## config.mk

```make
export PLATFORM = sky130hd
export DESIGN_NAME = borrow_sweep_ctrl
export DESIGN_NICKNAME = d
export VERILOG_FILES = /design/src/rtl/borrow_sweep_pkg.sv /design/src/rtl/borrow_mark_store.sv /design/src/rtl/latch_mode_map.sv /design/src/rtl/sweep_sequencer.sv /design/src/rtl/borrow_sweep_ctrl.sv
export SDC_FILE = /design/constraint.sdc
export NUM_CORES = 1
export LEC_CHECK = 0
export ABC_CLOCK_PERIOD_IN_PS = 4150
export BUFFER_PORTS_ARGS = -buffer_cell sky130_fd_sc_hd__buf_2
export CAP_MARGIN = 20
export CELL_PAD_IN_SITES_DETAIL_PLACEMENT = 2
export CELL_PAD_IN_SITES_GLOBAL_PLACEMENT = 2
export CORE_ASPECT_RATIO = 1.5
export CORE_MARGIN = 2
export CORE_UTILIZATION = 30
export CTS_CLUSTER_DIAMETER = 200
export DETAILED_ROUTE_END_ITERATION = 10
export HOLD_SLACK_MARGIN = 0.15
export PLACE_DENSITY_LB_ADDON = 0.08
export SYNTH_ARGS = -nofsm -noshare
export SYNTH_HDL_FRONTEND = slang
export SYNTH_HIERARCHICAL = 1
export SYNTH_SLANG_ARGS = --single-unit
```

## constraint.sdc

```tcl
create_clock -name clk -period 4.15 [get_ports clk]
set_clock_uncertainty 0.2 [all_clocks]
set_input_delay 0.415 -clock clk [delete_from_list [all_inputs] [get_ports clk]]
set_output_delay 0.415 -clock clk [all_outputs]
set_load 0.01 [all_outputs]
```

## src/rtl/borrow_sweep_pkg.sv

```systemverilog
package borrow_sweep_pkg;

  typedef enum logic [1:0] {
    LM_NORMAL = 2'b00,
    LM_SCAN   = 2'b01,
    LM_CAPR   = 2'b10,
    LM_CAPF   = 2'b11
  } lmode_t;

  typedef enum logic [2:0] {
    ST_IDLE,
    ST_OPT_RF,
    ST_CONFIG,
    ST_RUN,
    ST_EVAL,
    ST_DONE
  } sweep_st_t;

  typedef enum logic [1:0] {
    PH_REST,
    PH_RF,
    PH_RR
  } phase_t;

endpackage

```

## src/rtl/borrow_mark_store.sv

```systemverilog
module borrow_mark_store #(
  parameter int NUM_STAGES = 4,
  parameter int GRP_W      = 2,
  localparam int IDX_W     = $clog2(NUM_STAGES + 1),
  localparam int MK_W      = (NUM_STAGES + 1) * GRP_W
) (
  input  logic             clk,
  input  logic             rst_n,
  input  logic             clr,
  input  logic             wr_en,
  input  logic [IDX_W-1:0] wr_idx,
  input  logic [GRP_W-1:0] wr_bits,
  output logic [MK_W-1:0]  marks
);

  for (genvar b = 0; b <= NUM_STAGES; b++) begin : g_bnd
    localparam logic [IDX_W-1:0] BI = IDX_W'(b);
    logic             hit;
    logic [GRP_W-1:0] mk_q;
    logic [GRP_W-1:0] mk_d;
    logic             mk_en;

    assign hit   = wr_en && (wr_idx == BI);
    assign mk_en = clr || hit;
    assign mk_d  = clr ? '0 : wr_bits;

    always_ff @(posedge clk or negedge rst_n) begin
      if (!rst_n) begin
        mk_q <= '0;
      end else if (mk_en) begin
        mk_q <= mk_d;
      end
    end

    assign marks[b*GRP_W +: GRP_W] = mk_q;
  end

  // marks change only on a clear or a write
  a_r10_marks_hold: assert property (@(posedge clk) disable iff (!rst_n)
    (!clr && !wr_en) |=> $stable(marks));

endmodule

```

## src/rtl/latch_mode_map.sv

```systemverilog
module latch_mode_map
  import borrow_sweep_pkg::*;
#(
  parameter int NUM_STAGES = 4,
  parameter int GRP_W      = 2,
  localparam int IDX_W     = $clog2(NUM_STAGES + 1),
  localparam int MK_W      = (NUM_STAGES + 1) * GRP_W,
  localparam int MODE_W    = MK_W * 2
) (
  input  phase_t            phase,
  input  logic [IDX_W-1:0]  span_lo,
  input  logic [IDX_W-1:0]  span_hi,
  input  logic [MK_W-1:0]   marks,
  output logic [MODE_W-1:0] latch_mode
);

  logic [IDX_W-1:0] out_grp;
  assign out_grp = span_hi + IDX_W'(1);

  for (genvar g = 0; g <= NUM_STAGES; g++) begin : g_grp
    localparam logic [IDX_W-1:0] GI = IDX_W'(g);
    for (genvar j = 0; j < GRP_W; j++) begin : g_lat
      lmode_t code;
      if (g == 0) begin : g_pin
        assign code = LM_SCAN;
      end else if (g == NUM_STAGES) begin : g_pout
        assign code = (phase == PH_RF) ? LM_CAPF : LM_CAPR;
      end else begin : g_inner
        always_comb begin
          code = LM_NORMAL;
          if (phase == PH_RR) begin
            if (GI == span_lo) begin
              code = LM_SCAN;
            end else if (GI == out_grp) begin
              code = LM_CAPR;
            end else if ((GI > span_lo) && (GI <= span_hi)) begin
              code = marks[g*GRP_W + j] ? LM_NORMAL : LM_SCAN;
            end
          end
        end
      end
      assign latch_mode[(g*GRP_W + j)*2 +: 2] = code;
    end
  end

endmodule

```

## src/rtl/sweep_sequencer.sv

```systemverilog
module sweep_sequencer
  import borrow_sweep_pkg::*;
#(
  parameter int NUM_STAGES = 4,
  parameter int GRP_W      = 2,
  localparam int IDX_W     = $clog2(NUM_STAGES + 1),
  localparam int CNT_W     = $clog2(NUM_STAGES + 2)
) (
  input  logic             clk,
  input  logic             rst_n,
  input  logic             start,
  input  logic             rf_en,
  input  logic             session_done,
  input  logic [GRP_W-1:0] fail_vec,
  output phase_t           phase,
  output logic [IDX_W-1:0] span_lo,
  output logic [IDX_W-1:0] span_hi,
  output logic             mk_clr,
  output logic             mk_wr,
  output logic [IDX_W-1:0] mk_idx,
  output logic [GRP_W-1:0] mk_bits,
  output logic             in_session,
  output logic             session_start,
  output logic [CNT_W-1:0] sess_count,
  output logic             done,
  output logic             delay_fault
);

  localparam logic [IDX_W-1:0] LAST = IDX_W'(NUM_STAGES - 1);

  sweep_st_t        st_q, st_d;
  logic [IDX_W-1:0] lo_q, lo_d, hi_q, hi_d;
  logic [GRP_W-1:0] fail_q, fail_d;
  logic [CNT_W-1:0] cnt_q, cnt_d;
  logic             launch_q, launch_d;
  logic             done_q, done_d;
  logic             flt_q, flt_d;

  always_comb begin
    st_d     = st_q;
    lo_d     = lo_q;
    hi_d     = hi_q;
    fail_d   = fail_q;
    cnt_d    = cnt_q;
    done_d   = done_q;
    flt_d    = flt_q;
    launch_d = 1'b0;
    mk_clr   = 1'b0;
    mk_wr    = 1'b0;
    case (st_q)
      ST_IDLE, ST_DONE: begin
        if (start) begin
          mk_clr = 1'b1;
          lo_d   = '0;
          hi_d   = '0;
          cnt_d  = '0;
          done_d = 1'b0;
          flt_d  = 1'b0;
          if (rf_en) begin
            st_d     = ST_OPT_RF;
            launch_d = 1'b1;
          end else begin
            st_d = ST_CONFIG;
          end
        end
      end
      ST_OPT_RF: begin
        if (session_done) begin
          cnt_d = cnt_q + CNT_W'(1);
          if (|fail_vec) begin
            flt_d  = 1'b1;
            done_d = 1'b1;
            st_d   = ST_DONE;
          end else begin
            st_d = ST_CONFIG;
          end
        end
      end
      ST_CONFIG: begin
        st_d     = ST_RUN;
        launch_d = 1'b1;
      end
      ST_RUN: begin
        if (session_done) begin
          fail_d = fail_vec;
          cnt_d  = cnt_q + CNT_W'(1);
          st_d   = ST_EVAL;
        end
      end
      ST_EVAL: begin
        if (hi_q == LAST) begin
          done_d = 1'b1;
          flt_d  = |fail_q;
          st_d   = ST_DONE;
        end else begin
          mk_wr = 1'b1;
          hi_d  = hi_q + IDX_W'(1);
          if (!(|fail_q)) begin
            lo_d = hi_q + IDX_W'(1);
          end
          st_d = ST_CONFIG;
        end
      end
      default: st_d = ST_IDLE;
    endcase
  end

  always_ff @(posedge clk or negedge rst_n) begin
    if (!rst_n) begin
      st_q     <= ST_IDLE;
      lo_q     <= '0;
      hi_q     <= '0;
      fail_q   <= '0;
      cnt_q    <= '0;
      launch_q <= 1'b0;
      done_q   <= 1'b0;
      flt_q    <= 1'b0;
    end else begin
      st_q     <= st_d;
      lo_q     <= lo_d;
      hi_q     <= hi_d;
      fail_q   <= fail_d;
      cnt_q    <= cnt_d;
      launch_q <= launch_d;
      done_q   <= done_d;
      flt_q    <= flt_d;
    end
  end

  always_comb begin
    case (st_q)
      ST_OPT_RF:                    phase = PH_RF;
      ST_CONFIG, ST_RUN, ST_EVAL:   phase = PH_RR;
      default:                      phase = PH_REST;
    endcase
  end

  assign span_lo       = lo_q;
  assign span_hi       = hi_q;
  assign mk_idx        = hi_q + IDX_W'(1);
  assign mk_bits       = fail_q;
  assign in_session    = (st_q == ST_RUN) || (st_q == ST_OPT_RF);
  assign session_start = launch_q;
  assign sess_count    = cnt_q;
  assign done          = done_q;
  assign delay_fault   = flt_q;

  // the launch indication lasts one cycle
  a_r3_start_pulse: assert property (@(posedge clk) disable iff (!rst_n)
    session_start |=> !session_start);

  // each accepted completion bumps the count by one
  a_r3_count_step: assert property (@(posedge clk) disable iff (!rst_n)
    (in_session && session_done) |=> (sess_count == $past(sess_count) + CNT_W'(1)));

  // every non-final evaluation moves the span end one stage on
  a_r5_advance: assert property (@(posedge clk) disable iff (!rst_n)
    (st_q == ST_EVAL && hi_q != LAST) |=> (span_hi == $past(span_hi) + IDX_W'(1)));

  // a failing evaluation keeps the span start
  a_r4_keep_lo: assert property (@(posedge clk) disable iff (!rst_n)
    (st_q == ST_EVAL && hi_q != LAST && |fail_q) |=> $stable(span_lo));

  // a failing falling-capture pass ends the sweep with a fault
  a_r7_rf_stop: assert property (@(posedge clk) disable iff (!rst_n)
    (st_q == ST_OPT_RF && session_done && |fail_vec) |=> (done && delay_fault));

  // the fault flag never appears without completion
  a_r8_fault_done: assert property (@(posedge clk) disable iff (!rst_n)
    delay_fault |-> done);

  // done holds until a new start
  a_r6_done_hold: assert property (@(posedge clk) disable iff (!rst_n)
    (done && !start) |=> done);

  always_comb begin
    if (rst_n) begin
      a_r5_span_order: assert (lo_q <= hi_q && hi_q <= LAST);
    end
  end

endmodule

```

## src/rtl/borrow_sweep_ctrl.sv

```systemverilog
module borrow_sweep_ctrl
  import borrow_sweep_pkg::*;
#(
  parameter int NUM_STAGES = 4,
  parameter int GRP_W      = 2
) (
  input  logic                                   clk,
  input  logic                                   rst_n,
  input  logic                                   start,
  input  logic                                   rf_en,
  input  logic                                   session_done,
  input  logic [GRP_W-1:0]                       fail_vec,
  output logic                                   session_start,
  output logic [(NUM_STAGES+1)*GRP_W*2-1:0]      latch_mode,
  output logic [$clog2(NUM_STAGES+2)-1:0]        sess_count,
  output logic                                   done,
  output logic                                   delay_fault
);

  localparam int IDX_W = $clog2(NUM_STAGES + 1);
  localparam int MK_W  = (NUM_STAGES + 1) * GRP_W;

  logic             rs_meta, rs_sync;
  phase_t           phase;
  logic [IDX_W-1:0] span_lo, span_hi, mk_idx;
  logic             mk_clr, mk_wr, in_session;
  logic [GRP_W-1:0] mk_bits;
  logic [MK_W-1:0]  marks;

  always_ff @(posedge clk or negedge rst_n) begin
    if (!rst_n) begin
      rs_meta <= 1'b0;
      rs_sync <= 1'b0;
    end else begin
      rs_meta <= 1'b1;
      rs_sync <= rs_meta;
    end
  end

  sweep_sequencer #(.NUM_STAGES(NUM_STAGES), .GRP_W(GRP_W)) u_seq (
    .clk           (clk),
    .rst_n         (rs_sync),
    .start         (start),
    .rf_en         (rf_en),
    .session_done  (session_done),
    .fail_vec      (fail_vec),
    .phase         (phase),
    .span_lo       (span_lo),
    .span_hi       (span_hi),
    .mk_clr        (mk_clr),
    .mk_wr         (mk_wr),
    .mk_idx        (mk_idx),
    .mk_bits       (mk_bits),
    .in_session    (in_session),
    .session_start (session_start),
    .sess_count    (sess_count),
    .done          (done),
    .delay_fault   (delay_fault)
  );

  borrow_mark_store #(.NUM_STAGES(NUM_STAGES), .GRP_W(GRP_W)) u_marks (
    .clk     (clk),
    .rst_n   (rs_sync),
    .clr     (mk_clr),
    .wr_en   (mk_wr),
    .wr_idx  (mk_idx),
    .wr_bits (mk_bits),
    .marks   (marks)
  );

  latch_mode_map #(.NUM_STAGES(NUM_STAGES), .GRP_W(GRP_W)) u_map (
    .phase      (phase),
    .span_lo    (span_lo),
    .span_hi    (span_hi),
    .marks      (marks),
    .latch_mode (latch_mode)
  );

  // modes are frozen while a session is in progress
  a_r3_modes_stable: assert property (@(posedge clk) disable iff (!rs_sync)
    (in_session && $past(in_session)) |-> $stable(latch_mode));

  // the first latch of the last group never becomes transparent
  a_r9_out_not_normal: assert property (@(posedge clk) disable iff (!rs_sync)
    latch_mode[NUM_STAGES*GRP_W*2 +: 2] != LM_NORMAL);

endmodule

```

==> impl_summary.md, run 1 <==
Run status
The run finished with clean final reports.

Final layout
The area overhead of the layout relative to synthesis is 13.1%. The count of inserted antenna diode cells is 0. Of the cells placed in the final design, the portion with a size suffix greater than 1 is approximately 22%. Fill cells in the final layout number 611. Leaving out filler cells and counting taps, the final layout contains approximately 270. The net count reported at finish is 210. The core occupancy in the finished layout is roughly 35%.

Clocking
Buffers inserted to repair hold after CTS numbered 1. The CTS tree is done. After clock tree synthesis, the clock-pin slew on the worst setup and hold paths is 0.10 ns. The clock passes through at most 2 buffers. The H-tree depth is 1. After clock tree synthesis, the repair step resized 0 gates. The clock sink count is 25. The root buffer selected by CTS is sky130_fd_sc_hd__clkbuf_8.

The clock latency on the worst-skew pair is roughly 0.28 ns. The total clock buffers created by CTS is 3. The post-CTS setup buffer count is 0.

Place
The routability-driven placement congestion ratio is 0.726. Buffers placed on the I/O ports in this run total 26. The post-DP HPWL is between 3000 and 4000 um.

Once placement completed, the tool counted placed cells totaling about 260.

Worst setup path
The most critical setup path has its startpoint at u_seq/st_q[1]$_DFFE_PN0P_. The capturing element type of the critical path is an output port. Data on the critical path is required at its endpoint by between 3 and 4 ns. The arrival time of data at the critical path endpoint is approximately 2.5 ns.

The worst reg2reg path startpoint is u_seq/st_q[2]$_DFFE_PN0P_. The kind of cell adding the most delay to the critical path is flip-flops. Walking the worst path, the cells encountered are mux2i_1 -> nand2b_4 -> or4_1 -> a21oi_1 -> buf_2. In this design, the stage delay of the slowest critical-path cell is 0.85 ns. The critical-path cell with the highest stage delay is sky130_fd_sc_hd__dfrtp_1. Counting buffers and inverters, the worst setup path is 5 cells deep. The worst setup path is launched from a register. The worst register-to-register path has a depth of 7. The peak fanout along the critical path is 25.

The category of the critical setup timing path is register to output port. The worst path buffer plus inverter count is 1.

Global routing
The number of global-route vias before repair is between 1000 and 1500. For this run the aggregate overflow at the end of global routing stands at 0. The initial antenna violation count is 0. The pin count of the biggest net entering global routing is 26. Global routing used approximately 16% of the available tracks. The wire length of the first global-routing pass is 7520 um.

Logic synthesis
After synthesis the cells add up to 1630 um2. The post-synthesis cell count is approximately 180. Yosys printed 6 warnings. Dividing the synthesized area by the synthesized cell count gives 9.20 um2.

STA
The final number of max-transition violations is 0. The upper clock frequency limit is 321 MHz. The worst path in the final design needs a cycle of ~3.1 ns, including I/O delays and setup. The count of final setup violators is 0. Setup repair after global routing left no endpoint under its margin. The final hold violation count was 0. In the final timing run, aggregate negative setup slack is 0 ns. The part of the cycle the worst path needs is 75.1%. At the pin with the least slew margin, the transition time is roughly 0.77 ns. The normalized max-slew margin is between 40% and 50%.

Power
The power density normalized to cell area is between 600 and 700 nW/um2. Across the VDD grid, the largest voltage drop is 0.292 mV. The static power due to leakage is just under 0.9 nW.

Min path
The beginning of the worst hold path is rs_meta$_DFF_PN0_. Counting instances, the worst hold path has a depth of 0. The path class of the tightest hold or removal check is register to register.

Routing
In this run the remaining antenna-violating nets after routing total 0. The detailed-route wire length is between 4000 and 5000 um. The iteration count of the initial detailed-routing pass is 4. The number of vias in the routed layout is 1360. The number of DRC markers after the initial detailed-route iteration is 34. The remaining routing DRC violations is 0. The via count normalized by instance count is roughly 5.1. Dividing the detail-routed wire length by the instance count gives approximately 17 um.

Run
The count of maximum capacitance violations is 0.

Floorplan
The core region is 5200 um2. Once the floorplan was initialized, standard cells occupied a little under a third of the core. The die covers between 6000 and 7000 um2. The number of primary I/O pins is 33. Row generation in the floorplan step produced 32 rows. From left edge to right edge, the die measures between 60 and 70 um. The die is approximately 94 um tall.
==> through the flow <==
stage	cell area (um2)	total power (W)	hold slack (ns)	worst slack (ns)
2_1_floorplan	1640	0.000881	-0.0806	1.57
3_3_place_gp	1750	0.00102	-0.000509	1.46
3_5_place_dp	1750	0.00105	0.00471	1.34
4_1_cts	1810	0.00121	0.187	1.02
5_1_grt	1840	0.00130	0.196	0.861
6_report	1840	0.00118	0.181	1.03
==> area by class of cell <==
type,instances,area [um2],share of cell area (%)
well taps,68,85.1,4.62
flip-flops and latches,25,626,34.0
inverters,12,45.0,2.45
clock buffers,3,41.3,2.24
repair buffers,30,175,9.51
clock inverters,1,7.51,0.408
multi-input cells,127,862,46.8
==> cells in the final DEF, fill, tap and decap left out, types with 4 or more instances in the layout <==
cell type	n
sky130_fd_sc_hd__buf_2	26
sky130_fd_sc_hd__mux2_2	4
sky130_fd_sc_hd__nand2_1	8
sky130_fd_sc_hd__nor2_1	10
sky130_fd_sc_hd__inv_1	10
sky130_fd_sc_hd__o21ai_0	5
sky130_fd_sc_hd__conb_1	7
sky130_fd_sc_hd__mux2i_1	10
sky130_fd_sc_hd__a21oi_1	10
sky130_fd_sc_hd__dfrtp_1	25
sky130_fd_sc_hd__ha_1	4
sky130_fd_sc_hd__nor3_1	7
sky130_fd_sc_hd__nand2b_1	14
==> layer usage <==
metal | global-route usage (%) | vias up | routed length (um)
met4 | 6.56 | 0 | 78
li1 | - | 651 | -
met1 | 17.6 | 684 | 1750
met3 | 2.04 | 4 | 114
met5 | 0 | - | 0
met2 | 31.3 | 21 | 2610
==> worst paths after layout <==
check	endpoint	slack, ns
min reg2reg	rs_sync$_DFF_PN0_	0.18
max	latch_mode[4]	1.03
min	rs_sync$_DFF_PN0_	0.18
max reg2reg	u_marks/g_bnd[3].mk_q[1]$_DFFE_PN0P_	1.72
max in group asynchronous	u_seq/span_hi[0]$_DFFE_PN0P_	2.84
min in group asynchronous	rs_meta$_DFF_PN0_	0.24
==> flip-flops by register name, summed over array words and instances (netlist names) <==
name                 flops
u_seq/span_hi            3
u_seq/done               1
u_seq/span_lo            3
rs_sync                  1
u_seq/sess_count         3
rs_meta                  1
u_marks/g_bnd.mk_q       6
u_seq/st_q               3
u_seq/delay_fault        1
u_seq/mk_bits            2
u_seq/session_start      1
==> worst register-to-register path, cell delays in order (launching register included) <==
cell,delay [ns]
sky130_fd_sc_hd__dfrtp_1,0.69
sky130_fd_sc_hd__inv_2,0.13
sky130_fd_sc_hd__nand2_2,0.12
sky130_fd_sc_hd__inv_2,0.09
sky130_fd_sc_hd__or3_4,0.38
sky130_fd_sc_hd__nor2_1,0.40
sky130_fd_sc_hd__nand2b_1,0.24
sky130_fd_sc_hd__mux2i_1,0.09
==> report_power, final <==
| group | switching [W] | leakage, nW | internal (W) |
|---|---|---|---|
| logic | 0.000327 | 0.548 | 0.000270 |
| clock network | 0.0000833 | 0.0217 | 0.0000682 |
| registers | 0.000118 | 0.326 | 0.000317 |
(Power assumes the default switching activity.)
==> run 2: changes to the inputs <==
ABC_CLOCK_PERIOD_IN_PS = 2500   (was 4150)
clock period = 2.5 ns   (was 4.15 ns; I/O delays follow)
==> run 2 against run 1 <==
  * Power grew 78%
  * Global-route usage is 1.0 points higher
  * Sequential power is 46% higher
  * Routed wire length up 6.3%
  * Via count grew 4.1%
  * Flip-flop and latch count unchanged
  * Combinational power up 100%
  * Largest power group unchanged
==> impl_summary.md, run 2 (same netlist as run 1, synthesis figures left out) <==
STA
For the pin with the worst max-slew slack, the measured transition is slightly below 0.6 ns. The final hold violation count is 0. The tightest hold path in the finished design has a slack of between 0.15 and 0.2 ns. Setup slack on the critical path of the routed design comes to roughly 0.11 ns. The clock period minus final worst setup slack is roughly 2.4 ns. Headroom to the max-slew limit came out at roughly three fifths. Setup repair after global routing left no endpoint under its margin. Dividing the final minimum period by the clock period gives a little over nine tenths.

Timing would allow up to 418 MHz. Summed over all failing endpoints, the final setup total negative slack is 0 ns. Setup violations remaining at the end of the flow were counted as 0. The final number of max-transition violations is 0.

Worst setup path
For the worst setup path, the data required time is just over 2 ns. STA classifies the critical path endpoint as an output port. The setup path with the least slack is of type register to output port. The worst register-to-register path ends at u_seq/span_lo[0]$_DFFE_PN0P_. The worst register-to-register path has a setup slack of 0.38 ns. Tracing the worst setup path back leads to its startpoint at u_seq/st_q[0]$_DFFE_PN0P_. Data on the critical path arrives at its endpoint at 1.94 ns. The startpoint class of the critical path is a register. The worst reg2reg path startpoint is u_seq/st_q[2]$_DFFE_PN0P_. Counting cells, the worst reg-to-reg path comes to 5. The peak fanout along the critical path is 15.

The critical path endpoint is latch_mode[6].

Routing
The iteration count of the initial detailed-routing pass is 4. The number of vias in the routed layout is between 1000 and 1500. After detailed routing, the average wire length per cell comes to ~17 um. The via count normalized by instance count is 5.08.

The remaining antenna violation count after routing is 0. After detailed routing, the number of remaining DRC violations is 0. The number of DRC markers after the initial detailed-route iteration is 43. The detailed-route wire length is 4840 um.

Final layout
The count of inserted antenna diode cells is 0. In the final design database the tool counted 223 nets. The area overhead of the layout relative to synthesis is 21.2%. Leaving out fill and tap cells, the most frequent cells in the layout are sky130_fd_sc_hd__buf_2, sky130_fd_sc_hd__dfrtp_1, sky130_fd_sc_hd__nand2b_1.

The library cell used most frequently in the layout, excluding fill and tap cells, is sky130_fd_sc_hd__buf_2. Ranked by flip-flop count, first place goes to u_marks/g_bnd.mk_q. The flip-flop count of the largest register, all copies and words added is 6. The fraction of final layout cells with drive strength greater than 1 is 26.5%.

Global routing
Entering global routing, the biggest net connects 24 pins. The total overflow left after global routing is 0. The number of global-route vias before repair came to approximately 1600. The initial antenna violation count is 0. The first global-routing pass estimated a little over 8000 um of wire. For this run, the total global-route usage over all layers was measured as 17.3%.

Power
The largest vdd supply drop is between 0.3 and 0.4 mV. For this design the ratio of total power to cell area is ~1100 nW/um2. Summing internal, switching and leakage power gives around 0.0021 W. Summed over all cells, the static leakage comes to 0.959 nW.

Floorplan
The number of placement rows is 32. The floorplan step set the die height to ~94 um. Once the floorplan was initialized, standard cells occupied 31.3% of the core.

During I/O placement, the number of pins put on the boundary was 33. The total core area is between 5000 and 6000 um2. The floorplan step defined a die boundary enclosing roughly 6000 um2. The die is roughly 64 um wide.

Clocking
Once the clock tree was built, the setup fixing pass inserted 0 buffers. Counting the buffers created by CTS gives 3. TritonCTS built the clock tree.

Counting along the longest clock path gives a buffer depth of 2. Clock-pin slew was measured on the worst setup and hold paths at about 0.09 ns. The H-tree depth is 1. The tree is rooted in a sky130_fd_sc_hd__clkbuf_8.

The clock sink count is 25. The clock latency on the worst-skew pair is ~0.27 ns.

Min path
The worst hold-check path type is register to register.

Place
The setup slack at placement is around 0.25 ns. The routability-driven placement congestion ratio is around 0.8. The wire-length estimate of the detail-placed layout is 3790 um. The count of buffers inserted at the top-level ports is 26.

Run status
The run finished with clean final reports.

Run
The count of maximum capacitance violations is 0.
==> run 2: cell count changes in the layout (fill, tap and decap cells not counted), sizes merged <==
cell,change
buf,+8
dlygate4sd3,+5
==> run 2: worst min-delay path by stage <==
stage,from,end,cells past startpoint
2_1_floorplan,rst_n,rs_meta$_DFF_PN0_,0
3_3_place_gp,rst_n,rs_meta$_DFF_PN0_,1
3_5_place_dp,rst_n,rs_meta$_DFF_PN0_,1
4_1_cts,rs_meta$_DFF_PN0_,rs_sync$_DFF_PN0_,0
5_1_grt,rs_meta$_DFF_PN0_,rs_sync$_DFF_PN0_,0
6_report,rs_meta$_DFF_PN0_,rs_sync$_DFF_PN0_,0
==> run 2: layout make-up <==
class	count	area, um2
Clock buffer	3	41.3
Clock inverter	1	7.51
Fill cell	603	3230
Inverter	12	45.0
Multi-Input combinational cell	127	890
Sequential cell	25	627
Tap cell	68	85.1
Timing Repair Buffer	43	278
==> run 2: timing repair <==
action / in CTS / in global routing
hold buffers: 8 / 0
endpoints found under the hold margin: 30 / 0
endpoints found under the setup margin: 2 / 2
gates resized for setup: 2 / 5
cloned: 0 / 0
==> run 2: stage by stage <==
| stage | area, um2 | utilization [%] | cells |
|---|---|---|---|
| after floorplan | 1640 | - | 181 |
| after global placement | 1820 | 34.9 | 267 |
| after detailed placement | 1820 | 34.9 | 267 |
| after CTS | 1960 | 37.6 | 279 |
| after global routing | 1970 | 37.9 | 279 |
| final | 1970 | 37.9 | 279 |
==> run 2: power breakdown <==
part | total (W) | internal (W) | switching [W]
clock | 0.000247 | 0.000113 | 0.000134
sequential | 0.000638 | 0.000530 | 0.000108
combinational | 0.00122 | 0.000540 | 0.000685
total | 0.00211 | 0.00118 | 0.000927
==> run 2: critical path, cell delays in order (launching register included) <==
cell and delay [ns]:
sky130_fd_sc_hd__dfrtp_1 0.39, sky130_fd_sc_hd__buf_4 0.19, sky130_fd_sc_hd__nand2_2 0.10, sky130_fd_sc_hd__nor2_1 0.06, sky130_fd_sc_hd__nand2b_4 0.15, sky130_fd_sc_hd__or4_4 0.51
sky130_fd_sc_hd__a21oi_2 0.13, sky130_fd_sc_hd__buf_2 0.14
==> run 2: routing by layer <==
metal | vias to the layer above | track usage, % | part of all wire [%]
met5 | - | 0 | 0
met4 | 0 | 4.26 | 0.70
met3 | 2 | 1.32 | 1.9
met2 | 19 | 35.9 | 59
met1 | 719 | 18.2 | 39
li1 | 676 | - | -
